$ cat config.mk
export PLATFORM = sky130hd
export DESIGN_NAME = sio_host_regs
export DESIGN_NICKNAME = d
export VERILOG_FILES = /design/src/rtl/sio_pkg.sv /design/src/rtl/sio_ctrl_regs.sv /design/src/rtl/sio_usart_seq.sv /design/src/rtl/sio_data_path.sv /design/src/rtl/sio_host_regs.sv
export SDC_FILE = /design/constraint.sdc
export NUM_CORES = 1
export LEC_CHECK = 0
export BUFFER_PORTS_ARGS = -buffer_cell sky130_fd_sc_hd__buf_2
export CAP_MARGIN = 20
export CORE_ASPECT_RATIO = 1.1
export CORE_UTILIZATION = 35
export CTS_CLUSTER_DIAMETER = 40
export DETAILED_ROUTE_END_ITERATION = 6
export PLACE_DENSITY_LB_ADDON = 0.25
export RECOVER_POWER = 100
export SLEW_MARGIN = 20
export SYNTH_ARGS = -nofsm -noshare
export SYNTH_HDL_FRONTEND = slang
export SYNTH_SLANG_ARGS = --single-unit
$ cat constraint.sdc
create_clock -name clk -period 1.55 [get_ports clk]
set_input_delay 0.3875 -clock clk [delete_from_list [all_inputs] [get_ports clk]]
set_output_delay 0.3875 -clock clk [all_outputs]
set_load 0.005 [all_outputs]
$ cat src/rtl/sio_pkg.sv
// Shared types for the serial card host front end.
// Assumes an 8-bit host bus with a 2-bit register address.
package sio_pkg;
    typedef enum logic [1:0] {
        RA_DATA = 2'd0,
        RA_CTRL = 2'd1,
        RA_EXT  = 2'd2,
        RA_TRIG = 2'd3
    } reg_addr_e;

    typedef enum logic {
        SQ_MODE = 1'b0,
        SQ_CMD  = 1'b1
    } seq_e;

    localparam int CTRL_SEL_BIT = 0;  // data port selects config/status
    localparam int CTRL_RST_BIT = 5;  // whole-card reset
    localparam int CMD_RST_BIT  = 6;  // receiver-transmitter reset in command
    localparam int ID_LSB       = 4;  // type id position in status byte
endpackage

$ cat src/rtl/sio_ctrl_regs.sv
// Control and extended control registers.
// Holds the port-select bit and the modem-line control byte.
// Assumes card_rst and the write strobes come from one address decode.
module sio_ctrl_regs #(
    parameter int DW = 8
) (
    input  logic          clk,
    input  logic          rst_n,
    input  logic          card_rst,
    input  logic          wr_ctrl,
    input  logic          sel_in,
    input  logic          wr_ext,
    input  logic [DW-1:0] ext_in,
    output logic          sel_ctl,
    output logic [DW-1:0] ext_ctrl
);
    // Port-select bit: set or cleared by control writes, cleared by any reset.
    always_ff @(posedge clk) begin
        if (!rst_n || card_rst) sel_ctl <= 1'b0;
        else if (wr_ctrl)       sel_ctl <= sel_in;
    end

    // Modem-line control byte.
    always_ff @(posedge clk) begin
        if (!rst_n || card_rst) ext_ctrl <= '0;
        else if (wr_ext)        ext_ctrl <= ext_in;
    end

    a_r8_sel_cleared: assert property (@(posedge clk) disable iff (!rst_n)
        card_rst |=> (!sel_ctl && ext_ctrl == '0));
    a_r9_ext_loaded: assert property (@(posedge clk) disable iff (!rst_n)
        (wr_ext && !card_rst) |=> (ext_ctrl == $past(ext_in)));
endmodule

$ cat src/rtl/sio_usart_seq.sv
// Mode/command write sequencer for the receiver-transmitter configuration.
// After any reset the first config write goes to the mode word and later
// writes go to the command word. A command with the reset bit set
// clears both words and re-arms the mode-first order.
module sio_usart_seq
    import sio_pkg::*;
#(
    parameter int          DW       = 8,
    parameter logic [DW-1:0] MODE_RST = '0,
    parameter logic [DW-1:0] CMD_RST  = '0
) (
    input  logic          clk,
    input  logic          rst_n,
    input  logic          card_rst,
    input  logic          wr_cfg,
    input  logic [DW-1:0] wdata,
    output logic [DW-1:0] mode_word,
    output logic [DW-1:0] cmd_word,
    output logic          usart_rst
);
    seq_e state;

    // Command write carrying the reset bit.
    always_comb usart_rst = wr_cfg && (state == SQ_CMD) && wdata[CMD_RST_BIT];

    // Sequencer state and configuration words.
    always_ff @(posedge clk) begin
        if (!rst_n || card_rst || usart_rst) begin
            state     <= SQ_MODE;
            mode_word <= MODE_RST;
            cmd_word  <= CMD_RST;
        end else if (wr_cfg) begin
            if (state == SQ_MODE) begin
                mode_word <= wdata;
                state     <= SQ_CMD;
            end else begin
                cmd_word <= wdata;
            end
        end
    end

    a_r6_mode_first: assert property (@(posedge clk) disable iff (!rst_n)
        (wr_cfg && !card_rst && state == SQ_MODE)
        |=> (state == SQ_CMD && mode_word == $past(wdata) && $stable(cmd_word)));
    a_r6_mode_kept: assert property (@(posedge clk) disable iff (!rst_n)
        (wr_cfg && !card_rst && state == SQ_CMD && !wdata[CMD_RST_BIT])
        |=> ($stable(mode_word) && cmd_word == $past(wdata)));
    a_r7_rearm: assert property (@(posedge clk) disable iff (!rst_n)
        usart_rst |=> (state == SQ_MODE && mode_word == MODE_RST && cmd_word == CMD_RST));
    a_r8_card_rearm: assert property (@(posedge clk) disable iff (!rst_n)
        card_rst |=> (state == SQ_MODE && mode_word == MODE_RST));
endmodule

$ cat src/rtl/sio_data_path.sv
// Transmit holding byte, trigger pulse, receive take pulse and read mux.
// Read data is registered. Assumes at most one strobe decode is active.
module sio_data_path
    import sio_pkg::*;
#(
    parameter int         DW      = 8,
    parameter int         IDW     = 2,
    parameter logic [IDW-1:0] TYPE_ID = 2'b01
) (
    input  logic          clk,
    input  logic          rst_n,
    input  logic          card_rst,
    input  logic          sel_ctl,
    input  logic          wr_data,
    input  logic          wr_trig,
    input  logic          rd_en,
    input  reg_addr_e     rd_addr,
    input  logic [DW-1:0] wdata,
    input  logic          tx_ready,
    input  logic [DW-1:0] rx_byte,
    input  logic          rx_valid,
    input  logic [DW-1:0] usart_stat,
    input  logic [DW-1:0] ext_stat,
    output logic [DW-1:0] tx_byte,
    output logic          tx_load,
    output logic          rx_take,
    output logic [DW-1:0] rdata
);
    logic [DW-1:0] stat_byte;
    logic [DW-1:0] rd_mux;

    // Fixed status byte: type id only, other bits zero.
    always_comb begin
        stat_byte = '0;
        stat_byte[ID_LSB +: IDW] = TYPE_ID;
    end

    // Read source selection.
    always_comb begin
        unique case (rd_addr)
            RA_DATA: rd_mux = sel_ctl ? usart_stat : rx_byte;
            RA_CTRL: rd_mux = stat_byte;
            RA_EXT:  rd_mux = ext_stat;
            default: rd_mux = '0;
        endcase
    end

    // Transmit holding byte, payload-mode writes only.
    always_ff @(posedge clk) begin
        if (!rst_n || card_rst)      tx_byte <= '0;
        else if (wr_data && !sel_ctl) tx_byte <= wdata;
    end

    // Engine handshakes and registered read data.
    always_ff @(posedge clk) begin
        if (!rst_n) begin
            tx_load <= 1'b0;
            rx_take <= 1'b0;
            rdata   <= '0;
        end else begin
            tx_load <= wr_trig && tx_ready && !card_rst;
            rx_take <= rd_en && (rd_addr == RA_DATA) && !sel_ctl && rx_valid;
            if (rd_en) rdata <= rd_mux;
        end
    end

    a_r2_load_needs_ready: assert property (@(posedge clk) disable iff (!rst_n)
        tx_load |-> $past(tx_ready));
    a_r5_no_take_in_ctl: assert property (@(posedge clk) disable iff (!rst_n)
        rx_take |-> ($past(rx_valid) && !$past(sel_ctl)));
    a_r4_status_id: assert property (@(posedge clk) disable iff (!rst_n)
        (rd_en && rd_addr == RA_CTRL) |=> (rdata[ID_LSB +: IDW] == TYPE_ID));
    a_r10_tx_hold: assert property (@(posedge clk) disable iff (!rst_n)
        (wr_data && sel_ctl && !card_rst) |=> $stable(tx_byte));
endmodule

$ cat src/rtl/sio_host_regs.sv
// Top of the serial card host front end.
// Decodes host strobes into register actions, generates the card reset
// and the engine reset pulse, and wires the sub-blocks.
// Assumes host_wr and host_rd are not both high in one cycle.
module sio_host_regs
    import sio_pkg::*;
#(
    parameter int         DW      = 8,
    parameter int         IDW     = 2,
    parameter logic [IDW-1:0] TYPE_ID = 2'b01
) (
    input  logic          clk,
    input  logic          rst_n,
    input  logic [1:0]    host_addr,
    input  logic          host_wr,
    input  logic          host_rd,
    input  logic [DW-1:0] host_wdata,
    output logic [DW-1:0] host_rdata,
    output logic [DW-1:0] tx_byte,
    output logic          tx_load,
    input  logic          tx_ready,
    input  logic [DW-1:0] rx_byte,
    input  logic          rx_valid,
    output logic          rx_take,
    input  logic [DW-1:0] usart_stat,
    output logic [DW-1:0] mode_word,
    output logic [DW-1:0] cmd_word,
    output logic          engine_rst,
    output logic [DW-1:0] ext_ctrl,
    input  logic [DW-1:0] ext_stat
);
    reg_addr_e addr;
    logic wr_data, wr_ctrl, wr_ext, wr_trig, card_rst, wr_cfg;
    logic sel_ctl, usart_rst;

    // Host strobe decode.
    always_comb begin
        addr     = reg_addr_e'(host_addr);
        wr_data  = host_wr && (addr == RA_DATA);
        wr_ctrl  = host_wr && (addr == RA_CTRL);
        wr_ext   = host_wr && (addr == RA_EXT);
        wr_trig  = host_wr && (addr == RA_TRIG);
        card_rst = wr_ctrl && host_wdata[CTRL_RST_BIT];
        wr_cfg   = wr_data && sel_ctl;
    end

    // Engine reset pulse from card or receiver-transmitter reset.
    always_ff @(posedge clk) begin
        if (!rst_n) engine_rst <= 1'b0;
        else        engine_rst <= card_rst || usart_rst;
    end

    sio_ctrl_regs #(.DW(DW)) u_ctrl (
        .clk(clk), .rst_n(rst_n), .card_rst(card_rst),
        .wr_ctrl(wr_ctrl), .sel_in(host_wdata[CTRL_SEL_BIT]),
        .wr_ext(wr_ext), .ext_in(host_wdata),
        .sel_ctl(sel_ctl), .ext_ctrl(ext_ctrl)
    );

    sio_usart_seq #(.DW(DW), .MODE_RST('0), .CMD_RST('0)) u_seq (
        .clk(clk), .rst_n(rst_n), .card_rst(card_rst),
        .wr_cfg(wr_cfg), .wdata(host_wdata),
        .mode_word(mode_word), .cmd_word(cmd_word), .usart_rst(usart_rst)
    );

    sio_data_path #(.DW(DW), .IDW(IDW), .TYPE_ID(TYPE_ID)) u_dp (
        .clk(clk), .rst_n(rst_n), .card_rst(card_rst), .sel_ctl(sel_ctl),
        .wr_data(wr_data), .wr_trig(wr_trig), .rd_en(host_rd), .rd_addr(addr),
        .wdata(host_wdata), .tx_ready(tx_ready), .rx_byte(rx_byte),
        .rx_valid(rx_valid), .usart_stat(usart_stat), .ext_stat(ext_stat),
        .tx_byte(tx_byte), .tx_load(tx_load), .rx_take(rx_take), .rdata(host_rdata)
    );

    a_r7_engine_pulse: assert property (@(posedge clk) disable iff (!rst_n)
        engine_rst |=> !engine_rst);
    a_r8_card_pulse: assert property (@(posedge clk) disable iff (!rst_n)
        card_rst |=> (engine_rst && tx_byte == '0));
endmodule

==> impl_metrics.csv, run 1 <==
group,metric,value,unit
critical_path,cp.arrival,1.60,ns
final_layout,diodes,0,
floorplan,core-area,5395,µm²
floorplan,die_x,73.32,µm
sta,min_period,1.424,ns
sta,clock.fmax,0.7023,GHz
global_route,antenna_found_initial,0,
global_route,grtUsageTotal,17.86,%
clock_tree,path_clk_slew,0.09,ns
floorplan,start_util,36.29,%
final_layout,fillers,572,
global_route,grt_pass1_wl,8197,µm
logic_synthesis,synth_area,1958,µm²
sta,setup_viol,0,
detailed_routing,postRouteWirelength,5030,µm
logic_synthesis,synthesis.nets,254,
critical_path,startpoint_type,"flip-flop",
pwr,combPwrFrac,11.8,%
logic_synthesis,synth-simple-area-share,22.68,%
critical_path,worstRegToRegCells,3,
critical_path,path_cells,"or4b_1 -> nand2_1 -> a21oi_1",
pwr,switching_share,24.66,%
detailed_routing,vias,1880,
logic_synthesis,yosysSeqAreaShare,46.01,%
sta,min_period_over_period,91.87,%
floorplan,die_h,80.45,µm
hold_path,whs_path_depth,3,
critical_path,critPathRequiredTime,1.73,ns
final_layout,nets,345,
critical_path,crit_path_top_delay_cell,"or4b_1",
detailed_routing,first_pass_iters,4,
logic_synthesis,ys_warn_count,0,
global_route,grt_max_degree,26,
pwr,p_seq_share,54.1,%
critical_path,reg2reg_from,"u_ctrl.sel_ctl",
logic_synthesis,synthCells,214,
pwr,power_frac_clock,34.1,%
sta,slew_headroom,70.63,%
pwr,p_leak,1.062,nW
critical_path,reg2reg_to,"u_dp.tx_byte[3]",
global_route,grt_pass1_vias,1764,
clock_tree,clockBufferDepth,2,
logic_synthesis,synth_fa_ha_area_share,0,%
logic_synthesis,ys_seq_elements,45,
pwr,cell_internal_pwr,0.001671,W
critical_path,reg2reg_setup_slack,0.13,ns
logic_synthesis,synth_xor_area_share,0,%
pwr,peakVddDrop,0.0004107,V
hold_path,hold_end,"u_dp.tx_load",
detailed_routing,remaining_drc_errors,0,
clock_tree,worst_skew_pair.late_latency,0.29,ns
detailed_routing,via_per_inst,4.934,
pwr,switchingPower,0.0005471,W
sta,rsz0062_at_grt,"no",
sta,setup_slack,0.1260,ns
critical_path,crit_fanout,8,
clock_tree,numCtsBuffers,5,
hold_path,hold_path.class,"in2reg",
place,gp_congestion,0.6959,
logic_synthesis,synth_top_family_by_area,"simple AND/OR/NAND/NOR gates",
logic_synthesis,synth_ff_type,"dfxtp_1",
floorplan,die_area,5898,µm²
critical_path,worstSetupPathType,"reg2reg",
final_layout,syn_to_final_growth,30.22,%
critical_path,critPathCaptureType,"flip-flop",
clock_tree,cts_tree,"done",
detailed_routing,drtIter0Drc,112,
logic_synthesis,synthArstFlopShare,0,%
place,dp_hpwl,3689,µm
sta,worstMarginPinSlew,0.4401,ns
sta,fin_skew,0.005163,ns
sta,hold_violations,0,
floorplan,ios,83,
clock_tree,root_buffer,"clkbuf_8",
final_layout,final_cell_mix,"59 x buf_2, 44 x dfxtp_1, 28 x a21oi_1",
logic_synthesis,muxShareOfSynthArea,6.070,%
global_route,grt-ovfl-total,0,
final_layout,drive_above_1_share,31.37,%
clock_tree,cts_max_level,2,
pwr,p_per_area,869.9,nW/µm²
logic_synthesis,synth_compound_area_share,18.66,%
detailed_routing,final_antenna_net_count,0,
final_layout,final_common_cell,"buf_2",
job,cap_violations,0,
sta,slew_violations,0,
floorplan,placement_rows,28,
place,io_buffers,82,
run_status,outcome,"completed",
detailed_routing,wl_per_cell,13.20,µm
logic_synthesis,synth-edff-count,0,
sta,fin_setup_tns,0,ns
logic_synthesis,synth.distinct_cells,35,
clock_tree,cts_sinks,45,
logic_synthesis,syn_avg_cell_area,9.150,µm²
critical_path,slowest_delay,0.72,ns
hold_path,hold_path_startpoint,"tx_ready",
place,place_ws,-0.03888,ns
## kinds of logic (layout without fill, tap and decap cells)
group                  Yosys count  count (layout)
DFF                             45              45
AOI/OAI and AO/OA               63              63
muxes                           11              11
and+or+nand+nor                 75              75
buffers and inverters           20             112
## area by class of cell
type	count	area (µm²)	share of cell area, %
multi-input combinational	149	923.4	36.21
timing repair buffer	101	523.0	20.51
clock inverter	2	13.76	0.5397
clock buffer	6	82.58	3.238
tap	75	93.84	3.680
sequential	45	902.1	35.38
inverter	3	11.26	0.4416
## critical path: cells and delay by family (launching register included)
kind	cells	cell delay (ns)
AND/OR/NAND/NOR	2	0.85
flip-flops	1	0.38
AO/OA/AOI/OAI	1	0.07
## sequential cells by signal, summed over array words and instances, names as in the netlist
name and flops:
engine_rst 1, u_ctrl.ext_ctrl 8, u_ctrl.sel_ctl 1, u_dp.rdata 8
u_dp.rx_take 1, u_dp.tx_byte 8, u_dp.tx_load 1, u_seq.cmd_word 8
u_seq.mode_word 8, u_seq.state 1
## worst max path at each step
stage	start	endpoint	slack [ns]	depth (start not counted)
floorplan	host_addr[1]	u_dp.rdata[2]	0.23	5
global placement	host_addr[1]	u_seq.mode_word[2]	0.008	4
detailed placement	host_addr[1]	u_seq.mode_word[4]	-0.04	4
CTS	u_ctrl.sel_ctl	u_seq.mode_word[4]	0.02	3
global route	host_addr[0]	u_ctrl.ext_ctrl[5]	0.06	6
finish	u_ctrl.sel_ctl	u_dp.tx_byte[3]	0.13	3
## through the flow
stage | cell area, µm² | hold slack (ns) | cells | power (W) | utilization (%)
finish | 2550 | 0.3116 | 381 | 0.002218 | 47.26
floorplan | 1958 | 0.4502 | 214 | 0.001362 | -
detailed placement | 2505 | 0.4461 | 372 | 0.001500 | 46.43
global route | 2550 | 0.3078 | 381 | 0.002326 | 47.26
global placement | 2505 | 0.4386 | 372 | 0.001496 | 46.43
CTS | 2601 | 0.3044 | 380 | 0.002258 | 48.21
## per-layer routing
| layer | vias up | global-route usage (%) | share of wire [%] |
|---|---|---|---|
| met4 | 0 | 4.038 | 0.72 |
| li1 | 949 | - | - |
| met1 | 857 | 21.48 | 45 |
| met2 | 70 | 31.57 | 47 |
| met5 | - | 0 | 0 |
| met3 | 4 | 4.642 | 6.7 |
## Yosys cell counts (2+ instances only)
cell type / number / area, µm²
nor2_1: 12 / 45.04
clkbuf_1: 6 / 22.52
a21boi_0: 2 / 15.01
nand4b_1: 7 / 61.31
inv_1: 2 / 7.510
nand3b_1: 2 / 15.01
dfxtp_1: 45 / 900.9
a21oi_1: 28 / 140.1
mux2_2: 7 / 78.83
buf_6: 4 / 45.04
a221oi_1: 7 / 61.31
buf_2: 4 / 20.02
mux2i_1: 4 / 40.04
buf_4: 2 / 15.01
nand2_1: 25 / 93.84
nand3_1: 17 / 85.08
o21ai_0: 21 / 105.1
nand2b_1: 2 / 12.51
## power groups by stage
stage / clock network, W / registers [W] / logic, W
after floorplan: 0 / 0.00123 / 0.000134
after global placement: 0 / 0.00123 / 0.000271
after detailed placement: 0 / 0.00123 / 0.000274
after CTS: 0.000784 / 0.00120 / 0.000275
after global routing: 0.000831 / 0.00120 / 0.000292
final: 0.000756 / 0.00120 / 0.000263
## timing repair
action | CTS | global route
endpoints found under the setup margin | 0 | 12
buffers inserted | 0 | 1
hold buffers | 0 | 0
resized for setup | 0 | 1
No activity file was read; power rests on OpenSTA's default activity.
==> run 2, diff against run 1 <==
CORE_MARGIN = 2   (was not set)
HOLD_SLACK_MARGIN = 0.03   (was not set)
==> impl_metrics.csv, run 2 (same netlist as run 1, synthesis figures left out) <==
group,metric,value,unit
run_status,outcome,"completed",
sta,slew_violations,0,
critical_path,setup.worst_path.start,"host_addr[1]",
critical_path,cpMostUsedCell,"buf_4",
pwr,peakVddDrop,0.0003974,V
final_layout,fillers,579,
sta,rsz0062_at_grt,"no",
clock_tree,cts_tree,"done",
floorplan,die_h,82.45,µm
clock_tree,cts_sinks,45,
place,io_buffers,82,
detailed_routing,via_per_inst,4.932,
detailed_routing,postRouteWirelength,4993,µm
sta,fin_setup_tns,0,ns
global_route,grt_pass1_vias,1778,
hold_path,hold_path.class,"in2reg",
critical_path,reg2reg_to,"u_seq.cmd_word[2]",
sta,holdWs,0.3101,ns
global_route,grt-ovfl-total,0,
place,dp_hpwl,3681,µm
clock_tree,cts_setup_buffers,0,
clock_tree,cts_max_level,2,
sta,min_period,1.363,ns
detailed_routing,final_antenna_net_count,0,
critical_path,crit_fanout,8,
place,dp_cells,373,
global_route,antenna_found_initial,0,
critical_path,reg2reg_setup_slack,0.20,ns
floorplan,core-area,5395,µm²
sta,min_period_over_period,87.94,%
job,cap_violations,0,
clock_tree,clockBufferDepth,2,
final_layout,final-instance-count-excl-fill,381,
detailed_routing,wl_per_cell,13.10,µm
critical_path,path_cells,"clkbuf_1 -> buf_4 -> and2b_1 -> buf_4 -> nand3_1 -> a21oi_1",
hold_path,whs_path_depth,3,
clock_tree,cts-resized-gates,0,
sta,worstMarginPinSlew,0.4447,ns
final_layout,diodes,0,
critical_path,worstRegToRegCells,5,
sta,fin_skew,0.005920,ns
critical_path,reg2reg_from,"u_ctrl.sel_ctl",
pwr,p_per_area,853.6,nW/µm²
critical_path,startpoint_type,"input port",
critical_path,critical_path.endpoint,"u_ctrl.ext_ctrl[0]",
critical_path,critPathTopFamily,"buffers and inverters",
global_route,grt_pass1_wl,8231,µm
pwr,power,0.002160,W
clock_tree,numCtsBuffers,5,
clock_tree,root_buffer,"clkbuf_8",
sta,setup_viol,0,
critical_path,cp.depth,6,
clock_tree,worst_skew_pair.late_latency,0.30,ns
detailed_routing,vias,1879,
critical_path,critPathRequiredTime,1.78,ns
final_layout,nets,345,
floorplan,start_util,36.29,%
floorplan,die_area,6210,µm²
critical_path,crit_path_top_delay_cell,"clkbuf_1",
global_route,grt_max_degree,26,
sta,hold_violations,0,
final_layout,final_common_cell,"buf_2",
detailed_routing,first_pass_iters,4,
place,gp_congestion,0.7222,
detailed_routing,remaining_drc_errors,0,
critical_path,path_buf_inv,3,
sta,clock.fmax,0.7336,GHz
final_layout,syn_to_final_growth,29.20,%
critical_path,critPathCaptureType,"flip-flop",
critical_path,slowest_delay,0.29,ns
pwr,p_leak,1.042,nW
detailed_routing,drtIter0Drc,97,
final_layout,final_cell_mix,"54 x buf_2, 45 x dfxtp_1, 32 x clkbuf_1",
global_route,grtUsageTotal,17.18,%
floorplan,die_x,75.32,µm
floorplan,placement_rows,28,
sta,slew_headroom,70.32,%
clock_tree,cts.hold.buffers_added,0,
critical_path,cp.arrival,1.59,ns
floorplan,ios,83,
clock_tree,path_clk_slew,0.08,ns
final_layout,drive_above_1_share,28.43,%
critical_path,worstSetupPathType,"in2reg",
[run 2: cell count changes in the layout (fill, tap and decap cells not counted), sizes merged]
cell    delta
buf        -1
clkbuf     +3
clkinv     -2
[run 2: final cells by class]
| type | instances | area, µm² | area share (%) |
|---|---|---|---|
| multi-input cells | 149 | 917.1 | 36.25 |
| flip-flops and latches | 45 | 900.9 | 35.61 |
| repair buffers | 101 | 526.8 | 20.82 |
| well taps | 75 | 93.84 | 3.709 |
| clock buffers | 8 | 80.08 | 3.165 |
| inverters | 3 | 11.26 | 0.4451 |
[run 2: per-layer routing]
layer	vias to the layer above	track usage, %	share of wire (%)
met3	6	4.854	6.9
met1	852	21.84	46
met4	0	5.789	1.3
met2	72	27.83	46
met5	-	0	0
li1	949	-	-
[run 2: how the worst min path moves through the flow]
stage | to | startpoint | slack [ns]
finish | u_dp.tx_load | tx_ready | 0.31
global route | u_dp.tx_load | tx_ready | 0.33
CTS | u_dp.tx_load | tx_ready | 0.30
detailed placement | u_ctrl.ext_ctrl[3] | u_ctrl.ext_ctrl[3] | 0.44
global placement | u_ctrl.ext_ctrl[1] | u_ctrl.ext_ctrl[1] | 0.44
floorplan | u_dp.tx_byte[0] | u_dp.tx_byte[0] | 0.45
[run 2: tightest hold or removal path, stage by stage]
cell and delay (ns):
buf_2 0.10, nand2_1 0.04, nor2_1 0.03
[run 2: metrics by stage]
step	setup WS, ns	area, µm²	util, %
after global routing	0.01468	2530	46.89
final	0.1869	2530	46.89
after floorplan	0.2264	1958	-
after global placement	0.01623	2500	46.34
after CTS	0.1768	2580	47.82
after detailed placement	0.00006961	2500	46.34
[run 2: where the power goes]
part           switching (W)  internal (W)
Sequential         0.0000135       0.00118
Clock               0.000379      0.000321
Combinational       0.000136      0.000126
==> run 3, diff against run 2 <==
SKIP_LAST_GASP = 1   (was not set)
SLEW_MARGIN = not set   (was 20)
clock period = 1.22 ns   (was 1.55 ns; I/O delays follow)
==> impl_metrics.csv, run 3 (same netlist as run 1, synthesis figures left out) <==
group,metric,value,unit
run_status,outcome,"finished with violations",
run_status,failed_checks,"negative setup slack",
clock_tree,clockBufferDepth,2,
global_route,grtUsageTotal,17.15,%
detailed_routing,remaining_drc_errors,0,
sta,min_period_over_period,103.5,%
clock_tree,numCtsBuffers,5,
hold_path,whs_path_depth,3,
global_route,grt_max_degree,26,
pwr,peakVddDrop,0.0004041,V
critical_path,critPathRequiredTime,1.40,ns
final_layout,multiInputGateArea,1031,µm²
detailed_routing,vias,1925,
sta,slew_violations,0,
floorplan,start_util,36.29,%
place,gp_congestion,0.7584,
clock_tree,worst_skew_pair.late_latency,0.29,ns
floorplan,die_area,6210,µm²
clock_tree,path_clk_slew,0.08,ns
detailed_routing,met3_length,334,µm
global_route,grt_pass1_vias,1740,
place,dp_hpwl,3759,µm
floorplan,placement_rows,28,
sta,hold_violations,0,
final_layout,final-instance-count-excl-fill,385,
sta,slew_headroom,70.20,%
critical_path,reg2reg_setup_slack,-0.04,ns
critical_path,worstRegToRegCells,3,
critical_path,path_cells,"or4b_4 -> nand2_1 -> a21oi_1",
critical_path,reg2reg_from,"u_ctrl.sel_ctl",
final_layout,syn_to_final_growth,38.47,%
pwr,p_per_area,1045,nW/µm²
sta,worstMarginPinSlew,0.4465,ns
critical_path,critPathTopFamily,"simple AND/OR/NAND/NOR gates",
sta,setup_slack,-0.04235,ns
sta,rsz0062_at_grt,"yes",
critical_path,critPathCaptureType,"flip-flop",
pwr,p_leak,1.101,nW
detailed_routing,wl_per_cell,13.56,µm
final_layout,fin_area,2711,µm²
global_route,grt-ovfl-total,0,
pwr,cell_internal_pwr,0.002151,W
detailed_routing,final_antenna_net_count,0,
pwr,combPwrFrac,14.0,%
pwr,power_frac_clock,32.3,%
detailed_routing,drtIter0Drc,103,
critical_path,reg2reg_to,"u_dp.tx_byte[7]",
clock_tree,cts_max_level,2,
final_layout,final_common_cell,"buf_2",
critical_path,worstSetupPathType,"reg2reg",
floorplan,core-area,5395,µm²
pwr,switchingPower,0.0006833,W
global_route,grt_pass1_wl,8148,µm
floorplan,ios,83,
detailed_routing,top_layer,"met4",
floorplan,die_x,75.32,µm
detailed_routing,via_per_inst,5.000,
final_layout,diodes,0,
clock_tree,root_buffer,"clkbuf_8",
hold_path,hold_path.class,"in2reg",
sta,holdWs,0.2290,ns
critical_path,path_buf_inv,0,
final_layout,nets,350,
critical_path,crit_fanout,8,
sta,min_period,1.262,ns
sta,fin_skew,0.003547,ns
clock_tree,cts_sinks,45,
detailed_routing,wl_met2,2569,µm
final_layout,final_cell_mix,"56 x buf_2, 44 x dfxtp_1, 29 x clkbuf_1",
global_route,antenna_found_initial,0,
final_layout,register_area,904.6,µm²
hold_path,hold_path_startpoint,"tx_ready",
sta,setup_viol,10,
critical_path,slowest_delay,0.61,ns
clock_tree,cts.hold.buffers_added,0,
sta,clock.fmax,0.7922,GHz
final_layout,fillers,556,
critical_path,crit_path_top_delay_cell,"or4b_4",
pwr,p_seq_share,53.7,%
job,cap_violations,0,
place,dp_cells,378,
final_layout,drive_above_1_share,35.81,%
detailed_routing,wl_met1,2219,µm
critical_path,cp.arrival,1.44,ns
detailed_routing,postRouteWirelength,5219,µm
detailed_routing,first_pass_iters,4,
critical_path,startpoint_type,"flip-flop",
hold_path,hold_end,"u_dp.tx_load",
pwr,switching_share,24.11,%
place,io_buffers,82,
clock_tree,cts_tree,"done",
place,placed_cell_area,2551,µm²
floorplan,die_h,82.45,µm
## run 3: cell types whose count changed in the layout (fill, tap and decap cells not counted), moves of 3 or more
cell,delta
a221oi_1,-7
mux2_2,-7
mux2_4,+7
a221oi_2,+6
buf_6,+3
clkbuf_1,-3
nand2_1,-3
nand2_2,+3
## run 3: what timing repair did
item,4_1_cts,5_1_grt
endpoints found under the setup margin,17,33
resized for setup,15,15
hold endpoints to repair,0,0
pin swaps,11,12
buffers inserted,0,0
cloned,0,0
## run 3: cell type report
cell class	count	area share (%)
multi-input cells	149	38.02
flip-flops and latches	45	33.36
repair buffers	106	21.55
well taps	75	3.461
clock buffers	7	3.184
inverters	3	0.4153
## run 3: metrics by stage
step | total power (W) | worst slack, ns | TNS, ns | utilization (%)
final | 0.002834 | -0.04235 | -0.2730 | 50.26
after global routing | 0.002985 | -0.09159 | -1.524 | 50.26
after CTS | 0.002855 | -0.02925 | -0.2467 | 50.12
after detailed placement | 0.001917 | -0.2321 | -6.214 | 47.29
after global placement | 0.001913 | -0.2041 | -5.785 | 47.29
after floorplan | 0.001736 | -0.01562 | -0.09257 | -
## run 3: power by group through the flow
stage	clock (W)	sequential (W)	combinational [W]
2_1_floorplan	0	0.00156	0.000176
4_1_cts	0.000946	0.00152	0.000386
3_3_place_gp	0	0.00156	0.000356
6_report	0.000915	0.00152	0.000396
5_1_grt	0.00102	0.00153	0.000433
3_5_place_dp	0	0.00156	0.000361
## run 3: routing by layer
layer  global-route usage [%]  up-vias
met5                        0        -
met4                    5.965        0
met3                    4.490        9
met2                    28.35       78
met1                    21.46      880
li1                         -      958
## run 3: worst register-to-register path, cell delays in order (launching register included)
cell	delay, ns
dfxtp_4	0.38
or4b_4	0.61
nand2_1	0.10
a21oi_1	0.06
## run 3: how the worst max path moves through the flow
stage,start,end,depth (start not counted)
after global placement,host_addr[1],u_dp.tx_byte[4],4
final,u_ctrl.sel_ctl,u_dp.tx_byte[7],3
after global routing,u_ctrl.sel_ctl,u_dp.rdata[1],4
after detailed placement,host_addr[1],u_dp.tx_byte[2],4
after floorplan,host_addr[1],u_dp.rdata[2],5
after CTS,u_ctrl.sel_ctl,u_dp.tx_byte[2],3
